--- src/rtl/bcd_sum_pkg.sv ---
// Package: shared widths, phase encoding and segment constants for the
// button-sequenced BCD adder. Assumes 7-segment order bit0=a .. bit6=g.
package bcd_sum_pkg;
    localparam int DIGIT_W = 4;
    localparam int SEG_W   = 7;
    localparam int MAX_DIGIT = 9;

    typedef enum logic [1:0] {
        PH_ENTER_A = 2'd0,
        PH_ENTER_B = 2'd1,
        PH_RESULT  = 2'd2
    } phase_t;

    localparam logic [SEG_W-1:0] SEG_BLANK_N = {SEG_W{1'b1}};
    localparam logic [SEG_W-1:0] SEG_ERR_N   = ~7'h79;

    // True when a code is a decimal digit
    function automatic logic is_digit(input logic [DIGIT_W-1:0] code);
        return code <= DIGIT_W'(MAX_DIGIT);
    endfunction
endpackage

--- src/rtl/btn_edge_sync.sv ---
// Module: brings a raw button into the clock domain through SYNC_STAGES
// flops and emits a one-cycle pulse on each rising edge. Assumes the button
// is already free of bounce or that bounce pulses are acceptable.
module btn_edge_sync #(
    parameter int SYNC_STAGES = 2
) (
    input  logic clk_i,
    input  logic rst_ni,
    input  logic btn_i,
    output logic pulse_o
);
    logic [SYNC_STAGES-1:0] sync_q;
    logic                   prev_q;

    // Shift the raw button through the synchronizer and keep the last value
    always_ff @(posedge clk_i) begin
        if (!rst_ni) begin
            sync_q <= '0;
            prev_q <= 1'b0;
        end else begin
            sync_q <= {sync_q[SYNC_STAGES-2:0], btn_i};
            prev_q <= sync_q[SYNC_STAGES-1];
        end
    end

    // Rising-edge detect on the synchronized level
    assign pulse_o = sync_q[SYNC_STAGES-1] & ~prev_q;
endmodule

--- src/rtl/entry_seq_fsm.sv ---
// Module: phase sequencer and operand registers. Each step pulse moves one
// phase; the step that leaves an entry phase loads that operand once.
// Assumes step_i is a single-cycle pulse.
module entry_seq_fsm
    import bcd_sum_pkg::*;
(
    input  logic               clk_i,
    input  logic               rst_ni,
    input  logic               step_i,
    input  logic [DIGIT_W-1:0] sw_i,
    output phase_t             phase_o,
    output logic [DIGIT_W-1:0] op_a_o,
    output logic [DIGIT_W-1:0] op_b_o
);
    phase_t             phase_q;
    logic               a_taken_q, b_taken_q;
    logic               load_a, load_b;

    // One load per operand per pass, gated by the taken flags
    assign load_a = step_i && (phase_q == PH_ENTER_A) && !a_taken_q;
    assign load_b = step_i && (phase_q == PH_ENTER_B) && !b_taken_q;

    // Advance the phase, capture operands, rearm on wrap to entry of A
    always_ff @(posedge clk_i) begin
        if (!rst_ni) begin
            phase_q   <= PH_ENTER_A;
            op_a_o    <= '0;
            op_b_o    <= '0;
            a_taken_q <= 1'b0;
            b_taken_q <= 1'b0;
        end else begin
            if (load_a) begin
                op_a_o    <= sw_i;
                a_taken_q <= 1'b1;
            end
            if (load_b) begin
                op_b_o    <= sw_i;
                b_taken_q <= 1'b1;
            end
            if (step_i) begin
                unique case (phase_q)
                    PH_ENTER_A: phase_q <= PH_ENTER_B;
                    PH_ENTER_B: phase_q <= PH_RESULT;
                    default: begin
                        phase_q   <= PH_ENTER_A;
                        a_taken_q <= 1'b0;
                        b_taken_q <= 1'b0;
                    end
                endcase
            end
        end
    end

    assign phase_o = phase_q;
endmodule

--- src/rtl/bcd_sum_split.sv ---
// Module: adds two BCD digits and splits the binary sum into tens and units.
// Assumes operands may be any 4-bit code; err_o flags a non-decimal input.
module bcd_sum_split
    import bcd_sum_pkg::*;
(
    input  logic [DIGIT_W-1:0] a_i,
    input  logic [DIGIT_W-1:0] b_i,
    output logic               tens_o,
    output logic [DIGIT_W-1:0] units_o,
    output logic               err_o
);
    localparam int SUM_W = DIGIT_W + 1;
    logic [SUM_W-1:0] sum;

    // Binary add followed by a single decimal correction step
    always_comb begin
        sum    = SUM_W'(a_i) + SUM_W'(b_i);
        err_o  = !is_digit(a_i) || !is_digit(b_i);
        tens_o = sum > SUM_W'(MAX_DIGIT);
        if (tens_o) units_o = DIGIT_W'(sum - SUM_W'(MAX_DIGIT + 1));
        else        units_o = sum[DIGIT_W-1:0];
    end
endmodule

--- src/rtl/bcd_seg_enc.sv ---
// Module: turns a digit code into an active-low seven-segment pattern.
// Blank wins over error; a non-decimal code also shows the error letter.
module bcd_seg_enc
    import bcd_sum_pkg::*;
(
    input  logic [DIGIT_W-1:0] code_i,
    input  logic               blank_i,
    input  logic               err_i,
    output logic [SEG_W-1:0]   seg_no
);
    logic [SEG_W-1:0] lit;

    // Active-high glyph lookup, bit0 = segment a
    always_comb begin
        unique case (code_i)
            4'd0:    lit = 7'h3F;
            4'd1:    lit = 7'h06;
            4'd2:    lit = 7'h5B;
            4'd3:    lit = 7'h4F;
            4'd4:    lit = 7'h66;
            4'd5:    lit = 7'h6D;
            4'd6:    lit = 7'h7D;
            4'd7:    lit = 7'h07;
            4'd8:    lit = 7'h7F;
            4'd9:    lit = 7'h6F;
            default: lit = 7'h79;
        endcase
    end

    // Priority: blank, then error, then digit
    always_comb begin
        if (blank_i)    seg_no = SEG_BLANK_N;
        else if (err_i) seg_no = SEG_ERR_N;
        else            seg_no = ~lit;
    end
endmodule

--- src/rtl/bcd_sum_ctrl.sv ---
// Module: top of the button-sequenced BCD adder. Joins the button pulse
// generator, the phase sequencer, the adder and two segment encoders, and
// selects what each digit shows per phase. Assumes one shared switch bus.
module bcd_sum_ctrl
    import bcd_sum_pkg::*;
#(
    parameter int SYNC_STAGES = 2
) (
    input  logic               clk_i,
    input  logic               rst_ni,
    input  logic               btn_i,
    input  logic [DIGIT_W-1:0] sw_i,
    output logic [SEG_W-1:0]   seg_tens_no,
    output logic [SEG_W-1:0]   seg_units_no,
    output logic [1:0]         state_o
);
    logic               step_pulse;
    phase_t             phase;
    logic [DIGIT_W-1:0] op_a, op_b;
    logic               sum_tens, sum_err;
    logic [DIGIT_W-1:0] sum_units;
    logic [DIGIT_W-1:0] units_code;
    logic               units_err, tens_blank;

    btn_edge_sync #(.SYNC_STAGES(SYNC_STAGES)) i_sync (
        .clk_i(clk_i), .rst_ni(rst_ni), .btn_i(btn_i), .pulse_o(step_pulse)
    );

    entry_seq_fsm i_fsm (
        .clk_i(clk_i), .rst_ni(rst_ni), .step_i(step_pulse), .sw_i(sw_i),
        .phase_o(phase), .op_a_o(op_a), .op_b_o(op_b)
    );

    bcd_sum_split i_add (
        .a_i(op_a), .b_i(op_b), .tens_o(sum_tens), .units_o(sum_units),
        .err_o(sum_err)
    );

    // Per-phase choice of the units source and the tens blanking
    always_comb begin
        if (phase == PH_RESULT) begin
            units_code = sum_units;
            units_err  = sum_err;
            tens_blank = sum_err || !sum_tens;
        end else begin
            units_code = sw_i;
            units_err  = !is_digit(sw_i);
            tens_blank = 1'b1;
        end
    end

    bcd_seg_enc i_seg_units (
        .code_i(units_code), .blank_i(1'b0), .err_i(units_err),
        .seg_no(seg_units_no)
    );

    bcd_seg_enc i_seg_tens (
        .code_i(DIGIT_W'(1)), .blank_i(tens_blank), .err_i(1'b0),
        .seg_no(seg_tens_no)
    );

    assign state_o = phase;
endmodule

--- config.mk ---
export PLATFORM = sky130hd
export DESIGN_NAME = bcd_sum_ctrl
export DESIGN_NICKNAME = d
export VERILOG_FILES = /design/src/rtl/bcd_sum_pkg.sv /design/src/rtl/btn_edge_sync.sv /design/src/rtl/entry_seq_fsm.sv /design/src/rtl/bcd_sum_split.sv /design/src/rtl/bcd_seg_enc.sv /design/src/rtl/bcd_sum_ctrl.sv
export SDC_FILE = /design/constraint.sdc
export NUM_CORES = 1
export LEC_CHECK = 0
export BUFFER_PORTS_ARGS = -buffer_cell sky130_fd_sc_hd__buf_4
export CELL_PAD_IN_SITES_DETAIL_PLACEMENT = 2
export CELL_PAD_IN_SITES_GLOBAL_PLACEMENT = 2
export CORE_UTILIZATION = 29
export CTS_CLUSTER_SIZE = 12
export DETAILED_ROUTE_END_ITERATION = 10
export PLACE_DENSITY_LB_ADDON = 0.1
export SLEW_MARGIN = 20
export SYNTH_ARGS = -nofsm -noshare
export SYNTH_HDL_FRONTEND = slang
export SYNTH_SLANG_ARGS = --single-unit
--- constraint.sdc ---
create_clock -name clk_i -period 2.5 [get_ports clk_i]
set_clock_uncertainty 0.05 [all_clocks]
set_input_delay 0 -clock clk_i [delete_from_list [all_inputs] [get_ports clk_i]]
set_output_delay 0 -clock clk_i [all_outputs]
set_load 0.03 [all_outputs]
**Word-level counts from Yosys, hierarchy flattened**

Memories as Yosys holds them, arrays and structs flattened.
Index checks and enable logic that the tools add are counted.

- Flip-flop bits (word level): 15
- Bits in latches: 0
- Memory bits (writable): 0
- Bits in read-only memories: 224
- Bits of input ports: 7
- Logic and storage cells: 48
- Memories kept: 2

Memories:

| memory | depth | bits a word | rd ports | clocked after memory_dff | write ports | RTL line | text |
|---|---|---|---|---|---|---|---|
| (no name shown) | 16 | 7 | 1 | 0 | 0 | bcd_seg_enc.sv:15 | `unique case (code_i)` |
| (no name shown) | 16 | 7 | 1 | 0 | 0 | bcd_seg_enc.sv:15 |  |

- $add $sub $neg: 2
- $mul: 0
- Div/mod/pow operators: 0
- Magnitude comparators: 4
- Equal/unequal tests: 2
- Shift-type cells: 0
- Mux-type cells: 13
- Bitwise gates (word level): 4
- Reduce and logical (&&, ||, !) cells: 14

Operators with widths:

| operator | number |
|---|---|
| $mux W7 | 2 |
| $not A7 Y7 | 2 |
| $le A4 B4 Y1 const B | 3 |
| $mux W1 | 8 |
| $mux W4 | 2 |
| $logic_not A1 Y1 | 6 |
| $add A4 B4 Y5 | 1 |
| $gt A5 B4 Y1 const B | 1 |
| $logic_and A1 B1 Y1 | 4 |
| $pmux W2 S2 | 1 |
| $sub A4 B4 Y4 const B | 1 |
| $eq A2 B1 Y1 const B | 1 |
| $eq A2 B2 Y1 const B | 1 |
| $logic_not A2 Y1 | 1 |
| $logic_or A1 B1 Y1 | 2 |
| $reduce_or A2 Y1 | 1 |
| $and A1 B1 Y1 | 1 |
| $not A1 Y1 | 1 |

**Logic depth before layout (Yosys ltp)**

- Depth in word-level cells: 7
- Gate-level depth with buffers: 12
- Mapped depth without buffers: 12

**Hierarchy**

A second synthesis with hierarchy kept.

- Cells, all modules: 160
- Area, all modules: 1386.3 µm²

By module, submodules not included:

| module | times used | cells an instance | area an instance (µm²) | sequential area each (µm²) |
|---|---|---|---|---|
| entry_seq_fsm | 1 | 47 | 489.2 | 240.2 |
| bcd_seg_enc | 2 | 32 | 219.0 | 0.0 |
| bcd_sum_split | 1 | 30 | 249.0 | 0.0 |
| bcd_sum_ctrl | 1 | 12 | 117.6 | 0.0 |
| btn_edge_sync | 1 | 7 | 92.6 | 60.1 |

**Worst setup path after synthesis**

OpenSTA, ideal clock, no wires.

- Path type: register to output
- From: reg i_fsm.op_b_o[0]
- To: out seg_units_no[6]
- Arrival time: 3252 ps
- Data required time: 2450 ps
- Path slack: -802 ps
- Cell stages (with the launch flop): 12
- Path buffers: 0
- Cell sequence: dfxtp_1 ha_1 inv_1 fa_1 xor2_1 ha_1 a31o_4 or4_4 o211ai_4 ha_1 nor3_1 a211oi_1

- Cells in the longest elaborated chain, start to end: 7
- Elaborated cells between the ends (all ways): 12
- Classes of those cells: add/sub (2); order compare (2); mux (4); bitwise (1); reduce/logical (2); memory (1)

RTL lines:

| item | RTL line | text |
|---|---|---|
| start, declared | entry_seq_fsm.sv:13 | `output logic [DIGIT_W-1:0] op_b_o` |
| start signal, assigned | entry_seq_fsm.sv:37 | `op_b_o <= sw_i;` |
| $add A4 B4 Y5 | bcd_sum_split.sv:17 | `sum = SUM_W'(a_i) + SUM_W'(b_i);` |
| $sub A4 B4 Y4 or $gt A5 B4 Y1 (tied branches) | bcd_sum_split.sv:20, bcd_sum_split.sv:19 |  |
| $mux W4 | bcd_sum_split.sv:20 | `if (tens_o) units_o = DIGIT_W'(sum - SUM_W'(MAX_DIGIT + 1));` |
| $mux W4 | bcd_sum_ctrl.sv:41 | `if (phase == PH_RESULT) begin` |
| $mem_v2 Z16 W7 | - |  |
| $not A7 Y7 | bcd_seg_enc.sv:34 | `else seg_no = ~lit;` |
| $mux W7 * | bcd_seg_enc.sv:33 | `else if (err_i) seg_no = SEG_ERR_N;` |
| end, declared | bcd_sum_ctrl.sv:14 | `output logic [SEG_W-1:0] seg_units_no,` |

Mark *: on every way between the ends. The rest lies on a longest branch, timed or not.

**Final worst setup path**

- From: reg i_fsm.op_a_o[0]
- To: out seg_units_no[3]

- Cells in the longest elaborated chain, start to end: 7
- Elaborated cells between the ends (all ways): 12
- Classes of those cells: add/sub (2); order compare (2); mux (4); bitwise (1); reduce/logical (2); memory (1)

RTL lines:

| item | RTL line | text |
|---|---|---|
| start, declared | entry_seq_fsm.sv:12 | `output logic [DIGIT_W-1:0] op_a_o,` |
| start signal, assigned | entry_seq_fsm.sv:33 | `op_a_o <= sw_i;` |
| $add A4 B4 Y5 | bcd_sum_split.sv:17 |  |
| $sub A4 B4 Y4 or $gt A5 B4 Y1 (tied branches) | bcd_sum_split.sv:20, bcd_sum_split.sv:19 |  |
| $mux W4 | bcd_sum_split.sv:20 |  |
| $mux W4 | bcd_sum_ctrl.sv:41 |  |
| $mem_v2 Z16 W7 | - |  |
| $not A7 Y7 | bcd_seg_enc.sv:34 |  |
| $mux W7 * | bcd_seg_enc.sv:33 |  |

Marked as above.

==> impl_results.html <==
<table>
<tr><th>Metric</th><th>Value</th></tr>
<tr><th colspan="2">STA</th></tr>
<tr><td>Max Clk Rate</td><td>0.327 GHz</td></tr>
<tr><td>Final cycle utilization of the critical path</td><td>122%</td></tr>
<tr><td>Worst relative slew slack</td><td>a little under three fifths</td></tr>
<tr><td>Final setup slack of the worst path</td><td>-0.557 ns</td></tr>
<tr><td>Count of endpoints failing hold in the final timing report</td><td>0</td></tr>
<tr><td>Minimum period implied by the final worst setup slack</td><td>3.06 ns</td></tr>
<tr><td>Finish-stage setup viols</td><td>9</td></tr>
<tr><td>RSZ-0062 raised after global routing</td><td>yes</td></tr>
<tr><td>Final-report max-slew violation count</td><td>0</td></tr>
<tr><td>Total negative slack for setup checks</td><td>-4.32 ns</td></tr>
<tr><td>Worst-margin pin slew</td><td>0.643 ns</td></tr>
<tr><th colspan="2">Drt</th></tr>
<tr><td>Drt pass-1 iters</td><td>4</td></tr>
<tr><td>Drc violations</td><td>0</td></tr>
<tr><td>Post-DRT Antenna Nets</td><td>0</td></tr>
<tr><td>Vias/cell</td><td>around 5.2</td></tr>
<tr><td>WL/cell</td><td>18.5 um</td></tr>
<tr><td>Via Count</td><td>1268</td></tr>
<tr><td>Total wirelength of the detailed-routed design</td><td>4490 um</td></tr>
<tr><td>Iteration-0 DRC count of the detailed router</td><td>41</td></tr>
<tr><th colspan="2">Run status</th></tr>
<tr><td>Result of the run</td><td>complete, but fails checks</td></tr>
<tr><td>Failing checks</td><td>setup timing</td></tr>
<tr><th colspan="2">Setup path</th></tr>
<tr><td>Kind of cell adding the most delay to the critical path</td><td>adder cells</td></tr>
<tr><td>Arrival time at the worst endpoint</td><td>~3.0 ns</td></tr>
<tr><td>Buffering stage count on the worst path with inverters included</td><td>4</td></tr>
<tr><td>Worst-path cell chain</td><td>ha_4 -&gt; inv_2 -&gt; fa_2 -&gt; xor2_4 -&gt; buf_4 -&gt; a31o_4 -&gt; or4_4 -&gt; o211ai_4 -&gt; ha_4 -&gt; inv_4 -&gt; nand3_4 -&gt; a21oi_4 -&gt; buf_6</td></tr>
<tr><td>Critical Setup Path Class</td><td>flip-flop to primary output</td></tr>
<tr><td>Data required time of the critical path</td><td>2.45 ns</td></tr>
<tr><td>Crit path capture type</td><td>primary output</td></tr>
<tr><td>Worst Setup Start Kind</td><td>flip-flop</td></tr>
<tr><td>Most used cell, CP</td><td>sky130_fd_sc_hd__ha_4</td></tr>
<tr><td>Longest individual stage delay on the worst path</td><td>roughly 0.44 ns</td></tr>
<tr><td>Cell with the largest stage delay on the worst path</td><td>sky130_fd_sc_hd__or4_4</td></tr>
<tr><td>Highest net fanout along the worst path</td><td>4</td></tr>
<tr><th colspan="2">Placement</th></tr>
<tr><td>Number of I/O port buffers</td><td>17</td></tr>
<tr><td>Last weighted congestion value of the routability-driven placer</td><td>approximately 0.88</td></tr>
<tr><td>Placed wire-length estimate after detailed placement</td><td>3370 um</td></tr>
<tr><td>Post-placement cell count</td><td>228</td></tr>
<tr><td>Post-placement setup slack</td><td>-0.376 ns</td></tr>
<tr><th colspan="2">Floorplanning</th></tr>
<tr><td>Vert. Die Dim</td><td>67.3 um</td></tr>
<tr><td>Number of rows in the core area</td><td>23</td></tr>
<tr><td>Die area</td><td>4520 um^2</td></tr>
<tr><td>Number of ports placed on the die boundary</td><td>23</td></tr>
<tr><td>Die Span X</td><td>67.3 um</td></tr>
<tr><td>Floorplan Core Area</td><td>4060 um^2</td></tr>
<tr><td>Initial Utilization</td><td>30.4%</td></tr>
<tr><th colspan="2">Cells and area</th></tr>
<tr><td>Layout net count</td><td>210</td></tr>
<tr><td>Post-layout instance count excluding filler cells</td><td>243</td></tr>
<tr><td>Count of inserted antenna diode cells</td><td>0</td></tr>
<tr><td>Signed area change from the synthesized netlist to the final layout</td><td>59.7%</td></tr>
<tr><td>Final core utilization</td><td>48.6%</td></tr>
<tr><td>Share of final-layout standard cells stronger than drive strength 1</td><td>47.7%</td></tr>
<tr><td>Area taken by flip-flops and latches</td><td>303 um^2</td></tr>
<tr><td>Number of inserted filler cells in the final layout</td><td>between 400 and 500</td></tr>
<tr><td>Multi-input gate area in the final layout</td><td>1080 um^2</td></tr>
<tr><th colspan="2">Power</th></tr>
<tr><td>Peak supply drop</td><td>0.329 mV</td></tr>
<tr><td>Pwr dens</td><td>346 nW/um^2</td></tr>
<tr><td>Standby leakage power</td><td>0.754 nW</td></tr>
<tr><th colspan="2">Clocking</th></tr>
<tr><td>Num Clock Sinks</td><td>15</td></tr>
<tr><td>Clock tree from TritonCTS</td><td>yes</td></tr>
<tr><td>Insertion delay to the later sink of the worst-skew pair</td><td>0.24 ns</td></tr>
<tr><td>Number of buffers inserted during clock tree synthesis</td><td>3</td></tr>
<tr><td>Number of buffers on the longest clock path</td><td>2</td></tr>
<tr><td>CTS HTree Levels</td><td>1</td></tr>
<tr><td>Clock slew seen by the registers of the worst setup and hold paths</td><td>0.06 ns</td></tr>
<tr><td>Clock Root Buffer</td><td>sky130_fd_sc_hd__clkbuf_8</td></tr>
<tr><th colspan="2">Synth</th></tr>
<tr><td>FFs w/ async S/R, synth</td><td>0%</td></tr>
<tr><td>Synthesis Warnings</td><td>0</td></tr>
<tr><td>Post-Synthesis Mean Instance Area</td><td>8.64 um^2</td></tr>
<tr><td>Gate count of the mapped netlist</td><td>143</td></tr>
<tr><td>Number of enable flip-flop cells after synthesis</td><td>0</td></tr>
<tr><td>Top_reg_cell synth</td><td>sky130_fd_sc_hd__dfxtp_1</td></tr>
<tr><td>Cell area after synthesis</td><td>1230 um^2</td></tr>
<tr><td>Count of different cell masters after synthesis</td><td>46</td></tr>
<tr><td>Sequential-to-total area share from yosys stat</td><td>around a quarter</td></tr>
<tr><td>Number of synthesized register bits</td><td>15</td></tr>
<tr><th colspan="2">GRT</th></tr>
<tr><td>Initial antenna violation count</td><td>0</td></tr>
<tr><td>Overall overflow remaining after global route</td><td>0</td></tr>
<tr><td>Wire length of the first global-routing pass</td><td>7130 um</td></tr>
<tr><td>Maximum number of pins on one net before global-route repair</td><td>15</td></tr>
<tr><td>Vias in the first global route</td><td>1465</td></tr>
<tr><td>Overall track demand over capacity in global routing</td><td>21.5%</td></tr>
<tr><th colspan="2">Worst hold path</th></tr>
<tr><td>Kind of path behind the tightest hold check</td><td>input pin to flip-flop</td></tr>
<tr><th colspan="2">Run</th></tr>
<tr><td>Count of max-cap constraint violations</td><td>0</td></tr>
</table>
## cell usage after synthesis, types with 4 or more instances
master / instances / share of area [%]
sky130_fd_sc_hd__dfxtp_1: 15 / 24
sky130_fd_sc_hd__nor2_1: 13 / 4.0
sky130_fd_sc_hd__nor2b_1: 10 / 5.1
sky130_fd_sc_hd__buf_4: 8 / 4.9
sky130_fd_sc_hd__ha_1: 8 / 8.1
sky130_fd_sc_hd__mux2i_1: 8 / 6.5
sky130_fd_sc_hd__inv_1: 7 / 2.1
sky130_fd_sc_hd__a21oi_1: 6 / 2.4
sky130_fd_sc_hd__o21ai_0: 6 / 2.4
sky130_fd_sc_hd__nand2_1: 5 / 1.5
sky130_fd_sc_hd__and2_1: 4 / 2.0
sky130_fd_sc_hd__nand3_1: 4 / 1.6
sky130_fd_sc_hd__nor3_1: 4 / 1.6
## worst reg2reg max path, delay by kind of cell (launching register included)
family	cells	cell delay (ns)
buffers and inverters	1	0.17
DFF	1	0.32
muxes	1	0.29
and+or+nand+nor	2	0.66
## metal layers
metal	global-route usage, %	vias up	wire, um
met5	0	-	0
met4	6.12	0	44
met3	1.35	6	75
met2	42.9	23	2510
met1	23.8	637	1860
li1	-	602	-
## logic make-up after synthesis
family | Yosys count | share of synthesized area, %
fa+ha+maj | 9 | 9.73
compound gates | 36 | 24.9
flops | 15 | 24.3
xor+xnor | 2 | 1.42
other cells | 1 | 0.304
simple gates | 55 | 25.2
mux | 8 | 6.48
buf+inv | 17 | 7.60
## report_power, final
part / internal (mW) / switching [mW]
Combinational: 0.110 / 0.129
Clock: 0.110 / 0.0829
Sequential: 0.246 / 0.00475
Total: 0.466 / 0.217
## timing repair
item / 4_1_cts / 5_1_grt
buffers inserted: 8 / 2
endpoints found under the setup margin: 9 / 9
hold endpoints to repair: 1 / 0
hold buffers: 1 / 0
pin swaps: 9 / 3
resized for setup: 20 / 10
## path summary, 6_finish.rpt
kind | from | end | slack [ns] | depth (start not counted)
setup / recovery | i_fsm.op_a_o[0] | seg_units_no[3] | -0.56 | 13
hold / removal | sw_i[0] | i_fsm.op_b_o[0] | 0.007 | 3
setup reg to reg | i_fsm.phase_o[0] | i_fsm.op_a_o[0] | 0.91 | 4
hold reg to reg | i_sync.sync_q[0] | i_sync.sync_q[1] | 0.40 | 1
## metrics by stage
step | hold slack, ns | area [um^2] | total power [mW]
after floorplan | 0.0773 | 1390 | 0.389
after global placement | 0.161 | 1700 | 0.447
after detailed placement | 0.174 | 1700 | 0.454
after CTS | 0.00378 | 1920 | 0.679
after global routing | 0.0282 | 1970 | 0.713
final | 0.00654 | 1970 | 0.683
## flip-flops by register name, indices dropped and copies added, names as in the netlist
| signal | cells |
|---|---|
| i_fsm.a_taken_q | 1 |
| i_fsm.op_a_o | 4 |
| i_fsm.op_b_o | 4 |
| i_sync.prev_q | 1 |
| i_fsm.b_taken_q | 1 |
| i_sync.sync_q | 2 |
| i_fsm.phase_o | 2 |
## final cells by class
class	instances	share of cell area [%]
Tap cell	50	3.17
Sequential cell	15	15.4
Clock inverter	1	0.254
Clock buffer	3	2.09
Multi-Input combinational cell	115	54.6
Inverter	8	1.65
Timing Repair Buffer	51	22.8
## placed cells by master, fill, tap and decap left out, drive strengths merged, types with 2 or more instances in the layout
| master | instances |
|---|---|
| and3 | 3 |
| a21oi | 8 |
| ha | 8 |
| o221ai | 2 |
| buf | 50 |
| nand2 | 5 |
| nor4 | 2 |
| inv | 8 |
| nor3 | 4 |
| clkbuf | 3 |
| nand2b | 3 |
| nor2b | 10 |
| dfxtp | 15 |
| o21ai | 7 |
| nand3 | 5 |
| nor2 | 14 |
| mux2i | 8 |
| nand4 | 2 |
| a211oi | 5 |
| conb | 5 |
| and2 | 4 |
| xor2 | 2 |
| o21a | 2 |
| o211ai | 2 |
Note: power is estimated with default switching activity, not from simulation.
